$ cat src/rtl/fcfs_arb_pkg.sv
package fcfs_arb_pkg;

   typedef enum logic {
      TIE_LFSR  = 1'b0,
      TIE_FIXED = 1'b1
   } tie_mode_e;

   function automatic int unsigned idx_width(input int unsigned n);
      return (n > 1) ? $clog2(n) : 1;
   endfunction

endpackage

$ cat src/rtl/fcfs_sync.sv
module fcfs_sync #(
   parameter int unsigned WIDTH  = 5,
   parameter int unsigned STAGES = 2
) (
   input  logic             clk,
   input  logic             rst,
   input  logic [WIDTH-1:0] d,
   output logic [WIDTH-1:0] q
);

   if (STAGES < 2) begin : g_bad_stages
      $error("fcfs_sync: STAGES must be at least 2");
   end

   logic [WIDTH-1:0] stage_q [STAGES];

   for (genvar s = 0; s < STAGES; s++) begin : g_stage
      if (s == 0) begin : g_first
         always_ff @(posedge clk) begin
            if (rst) stage_q[s] <= '0;
            else     stage_q[s] <= d;
         end
      end else begin : g_next
         always_ff @(posedge clk) begin
            if (rst) stage_q[s] <= '0;
            else     stage_q[s] <= stage_q[s-1];
         end
      end
   end

   assign q = stage_q[STAGES-1];

endmodule

$ cat src/rtl/fcfs_lfsr.sv
module fcfs_lfsr #(
   parameter int unsigned     W    = 4,
   parameter logic [W-1:0]    TAPS = 4'b1100,
   parameter logic [W-1:0]    SEED = 4'b0001
) (
   input  logic         clk,
   input  logic         rst,
   output logic [W-1:0] state
);

   if (SEED == '0) begin : g_bad_seed
      $error("fcfs_lfsr: SEED must be non-zero");
   end
   if (W < 2) begin : g_bad_width
      $error("fcfs_lfsr: W must be at least 2");
   end

   logic [W-1:0] state_q;

   always_ff @(posedge clk) begin
      if (rst) state_q <= SEED;
      else     state_q <= {state_q[W-2:0], ^(state_q & TAPS)};
   end

   assign state = state_q;

endmodule

$ cat src/rtl/fcfs_tiebreak.sv
module fcfs_tiebreak
   import fcfs_arb_pkg::*;
#(
   parameter int unsigned N      = 4,
   parameter int unsigned LFSR_W = 4,
   parameter tie_mode_e   MODE   = TIE_LFSR,
   localparam int unsigned IW    = idx_width(N)
) (
   input  logic [LFSR_W-1:0] state,
   output logic [IW-1:0]     start
);

   if (MODE == TIE_LFSR) begin : g_lfsr
      logic [31:0] state_w;
      assign state_w = 32'(state);
      assign start   = IW'(state_w % N);
   end else begin : g_fixed
      logic unused_state;
      assign unused_state = ^state;
      assign start        = '0;
   end

endmodule

$ cat src/rtl/fcfs_queue.sv
module fcfs_queue
   import fcfs_arb_pkg::*;
#(
   parameter int unsigned N = 4,
   localparam int unsigned IW = idx_width(N),
   localparam int unsigned CW = $clog2(N + 1)
) (
   input  logic          clk,
   input  logic          rst,
   input  logic [N-1:0]  req_s,
   input  logic [IW-1:0] start,
   output logic [IW-1:0] head_idx,
   output logic          head_vld
);

   logic [IW-1:0] slot_q [N];
   logic [IW-1:0] slot_d [N];
   logic [CW-1:0] cnt_q, cnt_d;
   logic [N-1:0]  member;
   logic [N-1:0]  arrive;

   always_comb begin
      member = '0;
      for (int i = 0; i < N; i++) begin
         if (i < int'(cnt_q)) member[slot_q[i]] = 1'b1;
      end
      arrive = req_s & ~member;
   end

   always_comb begin
      int unsigned keep;
      int unsigned idx;
      keep = 0;
      for (int i = 0; i < N; i++) slot_d[i] = '0;
      for (int i = 0; i < N; i++) begin
         if ((i < int'(cnt_q)) && req_s[slot_q[i]]) begin
            slot_d[keep] = slot_q[i];
            keep = keep + 1;
         end
      end
      for (int k = 0; k < N; k++) begin
         idx = int'(start) + k;
         if (idx >= N) idx = idx - N;
         if (arrive[idx]) begin
            slot_d[keep] = IW'(idx);
            keep = keep + 1;
         end
      end
      cnt_d = CW'(keep);
   end

   always_ff @(posedge clk) begin
      if (rst) begin
         cnt_q <= '0;
         for (int i = 0; i < N; i++) slot_q[i] <= '0;
      end else begin
         cnt_q <= cnt_d;
         for (int i = 0; i < N; i++) slot_q[i] <= slot_d[i];
      end
   end

   assign head_vld = (cnt_q != '0);
   assign head_idx = slot_q[0];

endmodule

$ cat src/rtl/fcfs_arbiter.sv
module fcfs_arbiter
   import fcfs_arb_pkg::*;
#(
   parameter int unsigned          NUM_REQ     = 4,
   parameter int unsigned          SYNC_STAGES = 2,
   parameter int unsigned          LFSR_W      = 4,
   parameter logic [LFSR_W-1:0]    LFSR_TAPS   = 4'b1100,
   parameter logic [LFSR_W-1:0]    LFSR_SEED   = 4'b0001,
   parameter tie_mode_e            TIE_MODE    = TIE_LFSR
) (
   input  logic               clk,
   input  logic               rst,
   input  logic [NUM_REQ-1:0] req_n,
   input  logic               grant_en_n,
   output logic [NUM_REQ-1:0] grant_n
);

   localparam int unsigned IW = idx_width(NUM_REQ);

   if (NUM_REQ < 2) begin : g_bad_num
      $error("fcfs_arbiter: NUM_REQ must be at least 2");
   end
   if (SYNC_STAGES < 2) begin : g_bad_sync
      $error("fcfs_arbiter: SYNC_STAGES must be at least 2");
   end
   if ((2 ** LFSR_W) < NUM_REQ) begin : g_bad_lfsr
      $error("fcfs_arbiter: LFSR too narrow to pick among requesters");
   end

   logic [NUM_REQ-1:0] req_s;
   logic               en_s;
   logic [LFSR_W-1:0]  lfsr_state;
   logic [IW-1:0]      tie_start;
   logic [IW-1:0]      head_idx;
   logic               head_vld;
   logic [NUM_REQ-1:0] grant_q, grant_d;

   fcfs_sync #(
      .WIDTH  (NUM_REQ + 1),
      .STAGES (SYNC_STAGES)
   ) u_sync (
      .clk (clk),
      .rst (rst),
      .d   ({~grant_en_n, ~req_n}),
      .q   ({en_s, req_s})
   );

   fcfs_lfsr #(
      .W    (LFSR_W),
      .TAPS (LFSR_TAPS),
      .SEED (LFSR_SEED)
   ) u_lfsr (
      .clk   (clk),
      .rst   (rst),
      .state (lfsr_state)
   );

   fcfs_tiebreak #(
      .N      (NUM_REQ),
      .LFSR_W (LFSR_W),
      .MODE   (TIE_MODE)
   ) u_tie (
      .state (lfsr_state),
      .start (tie_start)
   );

   fcfs_queue #(
      .N (NUM_REQ)
   ) u_queue (
      .clk      (clk),
      .rst      (rst),
      .req_s    (req_s),
      .start    (tie_start),
      .head_idx (head_idx),
      .head_vld (head_vld)
   );

   always_comb begin
      grant_d = '0;
      if (!en_s) begin
         grant_d = '0;
      end else if (|grant_q) begin
         grant_d = (|(grant_q & req_s)) ? grant_q : '0;
      end else if (head_vld && req_s[head_idx]) begin
         grant_d[head_idx] = 1'b1;
      end
   end

   always_ff @(posedge clk) begin
      if (rst) grant_q <= '0;
      else     grant_q <= grant_d;
   end

   assign grant_n = ~grant_q;

endmodule

$ cat config.mk
export PLATFORM = sky130hd
export DESIGN_NAME = fcfs_arbiter
export DESIGN_NICKNAME = d
export VERILOG_FILES = /design/src/rtl/fcfs_arb_pkg.sv /design/src/rtl/fcfs_sync.sv /design/src/rtl/fcfs_lfsr.sv /design/src/rtl/fcfs_tiebreak.sv /design/src/rtl/fcfs_queue.sv /design/src/rtl/fcfs_arbiter.sv
export SDC_FILE = /design/constraint.sdc
export NUM_CORES = 1
export LEC_CHECK = 0
export BUFFER_PORTS_ARGS = -buffer_cell sky130_fd_sc_hd__buf_2
export CORE_ASPECT_RATIO = 1.5
export CORE_MARGIN = 1.5
export CORE_UTILIZATION = 50
export CTS_CLUSTER_SIZE = 12
export DETAILED_ROUTE_END_ITERATION = 6
export PLACE_DENSITY = 0.76
export SLEW_MARGIN = 20
export SYNTH_ARGS = -nofsm -noshare
export SYNTH_HDL_FRONTEND = slang
export SYNTH_SLANG_ARGS = --single-unit
export TNS_END_PERCENT = 10
$ cat constraint.sdc
create_clock -name clk -period 10.1 [get_ports clk]
set_input_delay 0.505 -clock clk [delete_from_list [all_inputs] [get_ports clk]]
set_output_delay 0.505 -clock clk [all_outputs]
set_load 0.005 [all_outputs]
* Word-level counts from Yosys, hierarchy flattened
Memory sizes are Yosys's and may differ from the RTL's. Index checks and enable logic that the tools add are counted.
Word-level totals: flip-flop bits (word level) 11, memory bits (writable) 18, input port bits 7, word-level logic and storage cells 179, memories 2
Memories:
- u_sync.stage_q | depth 2, bits a word 5, read ports 2, clocked after Yosys merged registers in 0, wr ports 2, line fcfs_sync.sv:15 | logic [WIDTH-1:0] stage_q [STAGES];
- u_queue.slot_q | depth 4, bits a word 2, read ports 4, clocked after Yosys merged registers in 0, wr ports 4, line fcfs_queue.sv:16 | logic [IW-1:0] slot_q [N];
Operators by class: $add $sub $neg 14, order comparisons 34, eq/ne operators 1, muxes and demuxes 81, bitwise gates (word level) 23, reductions and logical operators 21
Operators with widths (count):
- two-way mux 32 bit | 10
- greater-or-equal comparator 33 x 3 -> 1 bit (second input constant) | 7
- less-than comparator 33 x 1 -> 1 bit (second input constant) | 7
- NOT 32 -> 33 bit | 6
- adder 32 x 1 -> 32 bit (second input constant) | 5
- less-than comparator 32 x 3 -> 1 bit (second input constant) | 4
- greater-or-equal comparator 32 x 3 -> 1 bit (second input constant) | 3
- subtractor 32 x 3 -> 32 bit (second input constant) | 3
- bitwise mux 8 bit | 7
- two-way mux 8 bit | 7
- NOT 1 -> 33 bit | 1
- demux 2 bit (select 2 bit) | 7
- two-way mux 4 bit | 7
- two-way mux 2 bit | 12
- binary-select mux 1 bit (select 2 bit) | 8
- logical AND 1 bit | 16
- two-way mux 1 bit | 16
- less-than comparator 2 x 3 -> 1 bit (second input constant) | 4
- NOT 4 bit | 3
- OR 4 bit | 3
- two-way mux 5 bit | 2
- AND 4 bit | 2
- demux 1 bit (select 2 bit) | 4
- greater-or-equal comparator 2 x 1 -> 1 bit (second input constant) | 4
- other kinds (16) | 26

* Logic depth before layout (Yosys ltp)
Gate-level depths: netlist (run 1). An unclocked memory read counts as a cell.
word-level depth 29, mapped depth 27, gate-level depth less buffers 26

* Modules after synthesis
From an unflattened synthesis (run 1), not the netlist that was laid out.
Second synthesis, totals: cell total of the unflattened synthesis 390, area, all modules 3099.2 µm²
Modules (own cells, without submodules):
- fcfs_queue | times used 1, cells an instance 331, area each 2479.9 µm²
- fcfs_sync | times used 1, cells an instance 20, area each 262.8 µm²
- fcfs_arbiter | times used 1, cells an instance 28, area each 227.7 µm²
- fcfs_lfsr | times used 1, cells an instance 9, area each 113.9 µm²
- fcfs_tiebreak | times used 1, cells an instance 2, area each 15.0 µm²

* Least setup slack after synthesis (run 1)
OpenSTA, ideal clock, no wires.
path type reg2reg, start mem u_queue.slot_q[0][0] (netlist bit), end mem u_queue.slot_q[3][1] (netlist bit), setup time 103 ps, data arrival time 5721 ps, required time 9997 ps, slack 4275 ps, cell stages (with the launch flop) 26, path buffers 3, clock period less this slack 5825 ps, path through dfxtp_1 buf_2 mux4_2 and2_1 clkbuf_1 ha_1 clkbuf_1 xnor2_1 ha_1 mux2i_1 ha_1 and3_1 or2_2 ha_1 nand2b_1 o21a_1 ha_1 nor2b_1 o21ai_0 and4_1 a2111oi_0 a41oi_1 a31oi_1 nand3_2 mux2i_1 a2111oi_2
RTL lines (line):
- start, declared | fcfs_queue.sv:16

==> impl_metrics.json, run 1 <==
{
  "cts_setup_buffers": 0,
  "start_util": 0.5280,
  "totalPowerFinal_w": 0.0003645,
  "synth_area_leader_cell": "dfxtp_1",
  "switching_share": 0.3703,
  "rrSetupSlack_ns": 3.72,
  "first_pass_iters": 5,
  "grt_pass1_wl_um": 12340,
  "cp_common_cell": "ha_1",
  "ant_nets": 0,
  "p_leak_nw": 1.229,
  "avgSynthCellArea_um2": 7.770,
  "fin_setup_tns_ns": 0,
  "cts_root_buf": "clkbuf_8",
  "skew_ns": 0.005554,
  "dp.final_hpwl_um": 5864,
  "dieHeight_um": 96.62,
  "ys_seq_area_frac": 0.1987,
  "dieArea_mm2": 0.006320,
  "cp.arrival_ns": 6.56,
  "synthTopCellsByArea": "dfxtp_1 20%, ha_1 9.9%, mux2i_1 4.5%",
  "grtUsageTotal": 0.2435,
  "seq_power_share": 0.383,
  "async_reset_ff_frac": 0,
  "critPathLaunchType": "flip-flop",
  "switchingPower_w": 0.0001350,
  "rows": 33,
  "synth_warnings": 0,
  "peakVddDrop_mv": 0.07195,
  "relSlewSlack": 0.3686,
  "fin_nets": 405,
  "worstReg2RegEnd": "u_queue.slot_q[3][1]",
  "synth-edff-count": 0,
  "max_stage_delay_ns": 0.59,
  "via_per_inst": 6.364,
  "ys_seq_elements": 29,
  "drive_above_1_share": 0.09867,
  "clk_path_buf_depth": 2,
  "coreArea_mm2": 0.005533,
  "power.density_mw_per_mm2": 119.2,
  "clkLatencyLatePin_ns": 0.28,
  "wl_per_cell_um": 16.60,
  "drc": 0,
  "antenna_cells": 0,
  "finalCriticalPeriod_ns": 6.377,
  "fmax_ghz": 0.1568,
  "die_x_um": 65.42,
  "antenna_found_initial": 0,
  "hold_depth": 2,
  "clkTransAtPathRegs_ns": 0.06,
  "cts_num_sinks": 29,
  "report.final.slew_viol_count": 0,
  "io_buffer_count": 10,
  "rsz0062_at_grt": "no",
  "numCtsBuffers": 5,
  "syn_inst": 376,
  "crit_chain": "mux4_2 -> and2_1 -> ha_1 -> xnor2_1 -> ha_1 -> mux2i_1 -> ha_1 -> and3_1 -> or2_2 -> ha_1 -> nand2b_1 -> o21a_1 -> ha_1 -> nor2b_1 -> o21ai_0 -> and4_1 -> a2111oi_0 -> a41oi_1 -> a31oi_1 -> nand3_2 -> mux2i_1 -> a2111oi_2",
  "worst_path_max_delay_cell": "mux4_2",
  "grt_pass1_vias": 2627,
  "setup_viol_count_final": 0,
  "whs_endpoint": "u_sync.stage_q[0][4]",
  "pwr-share-clk": 0.261,
  "synth_area_mm2": 0.002922,
  "grt_start_max_net_pins": 27,
  "tightest_slew_ns": 0.9385,
  "synth_top_area_share": 0.1987,
  "path_class": "flip-flop to flip-flop",
  "crit_fanout": 10,
  "worst-r2r-cell-count": 22,
  "hold_path.class": "input port to flip-flop",
  "h-tree-depth": 2,
  "p_int_w": 0.0002295,
  "syn_to_final_growth_pct": 4.668,
  "fill_cells": 533,
  "regToRegStartpoint": "u_queue.slot_q[0][0]",
  "hp-start": "grant_en_n",
  "first_iter_violations": 233,
  "io_pins": 11,
  "gp_congestion": 0.8990,
  "synth_nets": 406,
  "status": "finished clean",
  "pwr-share-comb": 0.356,
  "synth.distinct_cells": 66,
  "cts_tree": "built",
  "finalCritPeriodShare": 0.6314,
  "cts_resized": 0,
  "grt_overflow": 0,
  "end_kind": "flip-flop",
  "drv_cap": 0,
  "via_count": 2832,
  "hold_viol": 0,
  "hold_buffers": 0,
  "wirelength_um": 7388,
  "synthFlopType": "dfxtp_1",
  "crit_required_ns": 10.29
}
==> through the flow <==
step	std cells	utilization	cell area, um^2	hold slack (ns)	setup WS (ns)
final	445	0.5527	3058	0.3653	3.723
after CTS	445	0.5527	3058	0.3602	3.749
after global placement	438	0.5371	2972	0.4169	3.947
after floorplan	376	-	2922	0.4138	4.275
after detailed placement	438	0.5371	2972	0.4307	3.775
after global routing	445	0.5527	3058	0.3592	3.243
==> worst max path at each step <==
stage | slack (ns) | cells after the start | start | endpoint
2_1_floorplan | 4.28 | 25 | u_queue.slot_q[0][0] | u_queue.slot_q[3][1]
3_3_place_gp | 3.95 | 25 | u_queue.slot_q[0][0] | u_queue.slot_q[3][1]
3_5_place_dp | 3.78 | 22 | u_queue.slot_q[0][0] | u_queue.slot_q[3][1]
4_1_cts | 3.75 | 22 | u_queue.slot_q[0][0] | u_queue.slot_q[3][1]
5_1_grt | 3.24 | 22 | u_queue.slot_q[1][0] | u_queue.slot_q[3][1]
6_report | 3.72 | 22 | u_queue.slot_q[0][0] | u_queue.slot_q[3][1]
==> layer usage <==
layer,wire length [um],GRT usage
met3,329,0.04186
met4,308,0.1202
met1,3042,0.2935
met2,3708,0.4074
met5,0,0
==> synth_stat cells (all sizes together) (7+ instances only) <==
| master | number |
|---|---|
| nor2 | 35 |
| a31oi | 13 |
| mux2i | 13 |
| and2 | 8 |
| a211oi | 7 |
| and3 | 8 |
| ha | 23 |
| o21ai | 19 |
| nand3 | 13 |
| a21oi | 21 |
| nor2b | 11 |
| inv | 28 |
| clkbuf | 12 |
| xnor2 | 9 |
| nor3 | 15 |
| dfxtp | 29 |
| nand2 | 29 |
==> power by group through the flow <==
stage	combinational (W)	sequential, W	clock, W
2_1_floorplan	0.000112	0.000131	0
3_3_place_gp	0.000127	0.000141	0
3_5_place_dp	0.000129	0.000141	0
4_1_cts	0.000129	0.000139	0.0000955
5_1_grt	0.000145	0.000141	0.000104
6_report	0.000130	0.000139	0.0000953
==> logic make-up (layout without fill, tap and decap cells) <==
logic type,Yosys count,count (layout),share of synthesized area
and+or+nand+nor,146,146,0.2630
AOI/OAI and AO/OA,103,103,0.2433
buffers and inverters,46,45,0.06595
DFF,29,29,0.1987
adders and majority gates,23,23,0.09850
muxes,19,19,0.08308
xor gates and xnor gates,10,10,0.04754
==> critical path, delay by kind of cell (launching register included) <==
family | cells | cell delay (ns)
fa+ha+maj | 5 | 1.57
xor+xnor | 1 | 0.27
simple gates | 7 | 1.40
mux | 3 | 1.01
compound gates | 6 | 1.53
flops | 1 | 0.49
==> state kept, by name, summed over array words and instances, names as in the netlist <==
| register | count |
|---|---|
| grant_q | 4 |
| u_queue.slot_q | 8 |
| u_lfsr.state | 4 |
| u_sync.stage_q | 10 |
| u_queue.cnt_q | 3 |
==> cells in the final DEF (no fill, tap or decap), drive strengths merged, types with 7 or more instances in the layout <==
| master | count |
|---|---|
| nor2 | 35 |
| nand2 | 29 |
| dfxtp | 29 |
| inv | 28 |
| ha | 23 |
| a21oi | 21 |
| o21ai | 19 |
| nor3 | 15 |
| mux2i | 13 |
| a31oi | 13 |
| nand3 | 13 |
| nor2b | 11 |
| buf | 10 |
| xnor2 | 9 |
| and2 | 8 |
| and3 | 8 |
| clkbuf | 7 |
| a211oi | 7 |
==> final cells by class <==
cell class	instances	area, um^2	share of cell area
timing repair buffer	10	50.05	0.01637
clock buffer	7	86.33	0.02823
tap	70	87.58	0.02864
multi-input combinational	301	2148	0.7025
sequential	29	580.6	0.1899
inverter	28	105.1	0.03437
Note: power is estimated with default switching activity, not from simulation.
==> run 2: changes to the inputs <==
- clock period: 10.1 -> 6.5 ns (I/O delays scaled with it)
==> run 2 against run 1 <==
Net effect:
- final area grew 1.3%
- clock power up 49%
- clock skew is 0.0036 ns lower
- total power increased by 55%
- maximum frequency grew 4.0%
- die area unchanged
- hold slack worse by 0.16 ns
- register-to-register slack lost 3.4 ns
- sequential share of layout area shrank 0.20 points
- global-route usage grew 0.59 points
- largest power group unchanged
==> impl_metrics.json, run 2 (synthesis results as in run 1) <==
{
  "hold-worst-slack_ns": 0.2039,
  "ant_nets": 0,
  "grt_pass1_wl_um": 12710,
  "first_pass_iters": 5,
  "cts_root_buf": "clkbuf_8",
  "hold_viol": 0,
  "h-tree-depth": 2,
  "finalCriticalPeriod_ns": 6.132,
  "grt_start_max_net_pins": 27,
  "crit_required_ns": 6.67,
  "rows": 33,
  "peakVddDrop_mv": 0.1893,
  "worst-r2r-cell-count": 26,
  "wl_per_cell_um": 16.99,
  "io_pins": 11,
  "fin_setup_tns_ns": 0,
  "setup_viol_count_final": 0,
  "hold_path.class": "input port to flip-flop",
  "clkTransAtPathRegs_ns": 0.06,
  "hold_depth": 2,
  "totalPowerFinal_w": 0.0005638,
  "numCtsBuffers": 5,
  "antenna_cells": 0,
  "clkLatencyLatePin_ns": 0.26,
  "p_leak_nw": 1.234,
  "finalCritPeriodShare": 0.9434,
  "dieArea_mm2": 0.006320,
  "start_util": 0.5280,
  "worst_path_max_delay_cell": "mux4_2",
  "drc": 0,
  "path_class": "flip-flop to flip-flop",
  "critPathLaunchType": "flip-flop",
  "via_count": 2832,
  "relSlewSlack": 0.4953,
  "die_x_um": 65.42,
  "gp_congestion": 0.9266,
  "top_register": "u_sync.stage_q",
  "io_buffer_count": 10,
  "report.final.slew_viol_count": 0,
  "cp.arrival_ns": 6.30,
  "grt_overflow": 0,
  "fmax_ghz": 0.1631,
  "drive_above_1_share": 0.1164,
  "layout_common_cells": "34 x nor2_1, 29 x nand2_1, 28 x dfxtp_1",
  "max_stage_delay_ns": 0.56,
  "dp.final_hpwl_um": 5946,
  "skew_ns": 0.001932,
  "final_common_cell": "nor2_1",
  "reg_top3": "u_sync.stage_q: 10 flops, u_queue.slot_q: 8 flops",
  "wirelength_um": 7613,
  "cp_common_cell": "ha_1",
  "tightest_slew_ns": 0.7361,
  "drv_cap": 0,
  "power.density_mw_per_mm2": 182.1,
  "fin_nets": 408,
  "end_kind": "flip-flop",
  "grtUsageTotal": 0.2494,
  "cts_tree": "built",
  "via_per_inst": 6.321,
  "clk_path_buf_depth": 2,
  "cts_num_sinks": 29,
  "crit_fanout": 9,
  "largest_register_ffs": 10,
  "coreArea_mm2": 0.005533,
  "status": "finished clean",
  "dieHeight_um": 96.62,
  "antenna_found_initial": 0,
  "first_iter_violations": 288,
  "syn_to_final_growth_pct": 5.996,
  "grt_pass1_vias": 2722
}
-- run 2: worst paths after layout --
check                       start              endpoint  slack [ns]
min                      req_n[3]  u_sync.stage_q[0][3]        0.20
max reg2reg  u_queue.slot_q[0][0]  u_queue.slot_q[3][1]        0.37
max          u_queue.slot_q[0][0]  u_queue.slot_q[3][1]        0.37
min reg2reg  u_sync.stage_q[0][3]  u_sync.stage_q[1][3]        0.43
-- run 2: timing repair --
item | CTS | global route
setup buffers | 0 | 1
hold buffers | 0 | 0
setup endpoints to repair | 0 | 8
resized for setup | 0 | 5
-- run 2: worst max-delay path, delay by kind of cell (launching register included) --
| kind | cells | cell delay (ns) |
|---|---|---|
| simple gates | 9 | 1.80 |
| fa+ha+maj | 5 | 1.36 |
| mux | 4 | 1.19 |
| compound gates | 4 | 0.83 |
| buf+inv | 4 | 0.42 |
| flops | 1 | 0.42 |
-- run 2: per-stage QoR --
| stage | instance area [um^2] | util | setup slack [ns] | instances |
|---|---|---|---|---|
| floorplan | 2922 | - | 0.6752 | 376 |
| global placement | 2987 | 0.5398 | 0.3392 | 440 |
| detailed placement | 2987 | 0.5398 | 0.1837 | 440 |
| CTS | 3073 | 0.5554 | 0.1451 | 447 |
| global route | 3097 | 0.5597 | -0.01925 | 448 |
| finish | 3097 | 0.5597 | 0.3681 | 448 |
-- run 2: cell type report --
type,instances,area [um^2]
Fill cell,537,2436
Multi-Input combinational cell,301,2163
Sequential cell,29,581.8
Inverter,28,105.1
Tap cell,70,87.58
Clock buffer,7,86.33
Timing Repair Buffer,13,72.57
-- run 2: where the power goes --
group / total, W / internal [W] / switching (W) / leakage [nW]
Combinational: 0.000204 / 0.0000827 / 0.000122 / 0.951
Sequential: 0.000217 / 0.000191 / 0.0000261 / 0.239
Clock: 0.000142 / 0.0000837 / 0.0000583 / 0.0443
-- run 2: per-layer routing --
metal,vias up,track usage,wire [um]
met3,18,0.02674,270
met4,0,0.1074,286
met5,-,0,0
li1,1379,-,-
met2,83,0.4419,3899
met1,1352,0.2951,3156
==> run 3: changes to the inputs <==
- GPL_TIMING_DRIVEN: not set -> 0
- PLACE_DENSITY: 0.76 -> 0.69
==> run 3 against run 2 <==
Net effect:
- sequential power down 6%
- via count up 0.21%
- total power increased by 15%
- maximum frequency down 0.16%
- clock power up 54%
- critical path depth is 1 higher
- worst setup slack worse by 0.0097 ns
- wire length increased by 2.6%
- first-iteration DRC count down 8.0%
- critical endpoint is now u_queue.slot_q[0][1]
- highest routed layer unchanged
==> impl_metrics.json, run 3 (synthesis results as in run 1) <==
{
  "via_count": 2838,
  "switchingPower_w": 0.0002169,
  "grt_pass1_vias": 2655,
  "clkTransAtPathRegs_ns": 0.06,
  "worst-r2r-cell-count": 27,
  "crit_required_ns": 6.65,
  "cts_root_buf": "clkbuf_8",
  "fin_nets": 422,
  "layout_common_cells": "34 x nor2_1, 29 x nand2_1, 29 x dfxtp_1",
  "rows": 33,
  "top_layer_used": "met4",
  "die_x_um": 65.42,
  "antenna_cells": 0,
  "top_register": "u_sync.stage_q",
  "gp_congestion": 0.9835,
  "clk_path_buf_depth": 2,
  "wl_met2_um": 3968,
  "status": "finished clean",
  "fin_util": 0.5907,
  "final-seq-area_um2": 580.6,
  "power.density_mw_per_mm2": 198.7,
  "peakVddDrop_mv": 0.1725,
  "fmax_ghz": 0.1628,
  "fill_cells": 537,
  "h-tree-depth": 2,
  "critPathLaunchType": "flip-flop",
  "antenna_found_initial": 0,
  "dieHeight_um": 96.62,
  "pwr-share-comb": 0.350,
  "relSlewSlack": 0.4308,
  "wl_per_cell_um": 16.87,
  "dieArea_mm2": 0.006320,
  "crit_fanout": 9,
  "cp.arrival_ns": 6.29,
  "setup_viol_count_final": 0,
  "switching_share": 0.3339,
  "io_buffer_count": 9,
  "dp_cells": 455,
  "hold_viol": 0,
  "via_per_inst": 6.130,
  "end_kind": "flip-flop",
  "path_class": "flip-flop to flip-flop",
  "wirelength_um": 7809,
  "report.final.slew_viol_count": 0,
  "first_iter_violations": 265,
  "ant_nets": 0,
  "hold_depth": 2,
  "reg_top3": "u_sync.stage_q: 10 flops, u_queue.slot_q: 8 flops",
  "fin_setup_tns_ns": 0,
  "final_common_cell": "nor2_1",
  "cts_tree": "built",
  "seq_power_share": 0.314,
  "wl_met1_um": 3228,
  "drc": 0,
  "p_leak_nw": 1.295,
  "clkLatencyLatePin_ns": 0.27,
  "tightest_slew_ns": 0.8460,
  "drv_cap": 0,
  "multi_input_area_mm2": 0.002218,
  "numCtsBuffers": 5,
  "io_pins": 11,
  "cts_num_sinks": 29,
  "hold_path.class": "input port to flip-flop",
  "largest_register_ffs": 10,
  "finalCritPeriodShare": 0.9449,
  "wl_met3_um": 411,
  "skew_ns": 0.005296,
  "grt_overflow": 0,
  "drive_above_1_share": 0.1425,
  "p_int_w": 0.0004326,
  "first_pass_iters": 5,
  "syn_to_final_growth_pct": 11.86,
  "coreArea_mm2": 0.005533,
  "dp.final_hpwl_um": 6238,
  "final_cells": 463,
  "start_util": 0.5280,
  "grtUsageTotal": 0.2602,
  "grt_pass1_wl_um": 13050,
  "grt_start_max_net_pins": 11,
  "finalCriticalPeriod_ns": 6.142,
  "pwr-share-clk": 0.335,
  "hold-worst-slack_ns": 0.1931
}
[run 3: changes by cell type in the layout (fill, tap and decap cells not counted), sizes merged]
cell    before  now
clkbuf       7   16
clkinv       0    1
bufinv       0    2
buf         13   16
[run 3: what timing repair did]
item,4_1_cts,5_1_grt
resized for setup,2,13
endpoints found under the setup margin,8,8
hold buffers,0,0
setup buffers,0,2
pin swaps,0,2
[run 3: worst paths after layout]
check                    endpoint                 start  slack [ns]
max          u_queue.slot_q[0][1]  u_queue.slot_q[0][0]        0.36
min          u_sync.stage_q[0][2]              req_n[2]        0.19
max reg2reg  u_queue.slot_q[0][1]  u_queue.slot_q[0][0]        0.36
min reg2reg  u_sync.stage_q[1][4]  u_sync.stage_q[0][4]        0.44
[run 3: cell type report]
class,count,area share
multi-input cells,301,0.6788
flip-flops and latches,29,0.1776
clock buffers,5,0.02106
clock inverters,3,0.01991
repair buffers,11,0.01838
well taps,70,0.02680
inverters,28,0.03216
plain buffers,16,0.02527
[run 3: critical path: stages, from the launching register on]
cell	delay (ns)
dfxtp_1	0.33
clkbuf_4	0.19
mux4_2	0.55
and2_1	0.25
inv_2	0.10
ha_1	0.20
inv_1	0.08
mux2i_4	0.19
inv_1	0.07
ha_1	0.33
mux2i_4	0.17
ha_1	0.28
and3_1	0.19
or2_2	0.34
ha_1	0.28
nand2b_1	0.11
o21a_1	0.18
ha_2	0.24
nor2b_1	0.13
o21ai_0	0.12
and4_1	0.24
a2111oi_1	0.44
a41oi_2	0.10
a31oi_4	0.28
buf_4	0.16
nand3_1	0.15
mux2i_1	0.24
nor2_1	0.06
[run 3: per-stage QoR]
stage / worst slack, ns / power, W / instance area, um^2
global route: -0.003883 / 0.0006941 / 3268
global placement: -0.1682 / 0.0004224 / 3054
finish: 0.3584 / 0.0006495 / 3268
detailed placement: -0.2302 / 0.0004253 / 3054
floorplan: 0.6752 / 0.0003765 / 2922
CTS: 0.05135 / 0.0006448 / 3199
[run 3: power by group through the flow]
stage	Combinational, W	Clock (W)	Sequential (W)
after global placement	0.000215	0	0.000207
after floorplan	0.000174	0	0.000203
after global routing	0.000254	0.000234	0.000206
after detailed placement	0.000218	0	0.000208
after CTS	0.000220	0.000221	0.000204
final	0.000228	0.000218	0.000204
[run 3: routing by layer]
metal	up-vias	track usage
li1	1411	-
met1	1310	0.3326
met2	99	0.4372
met3	18	0.04651
met4	0	0.08013
met5	-	0
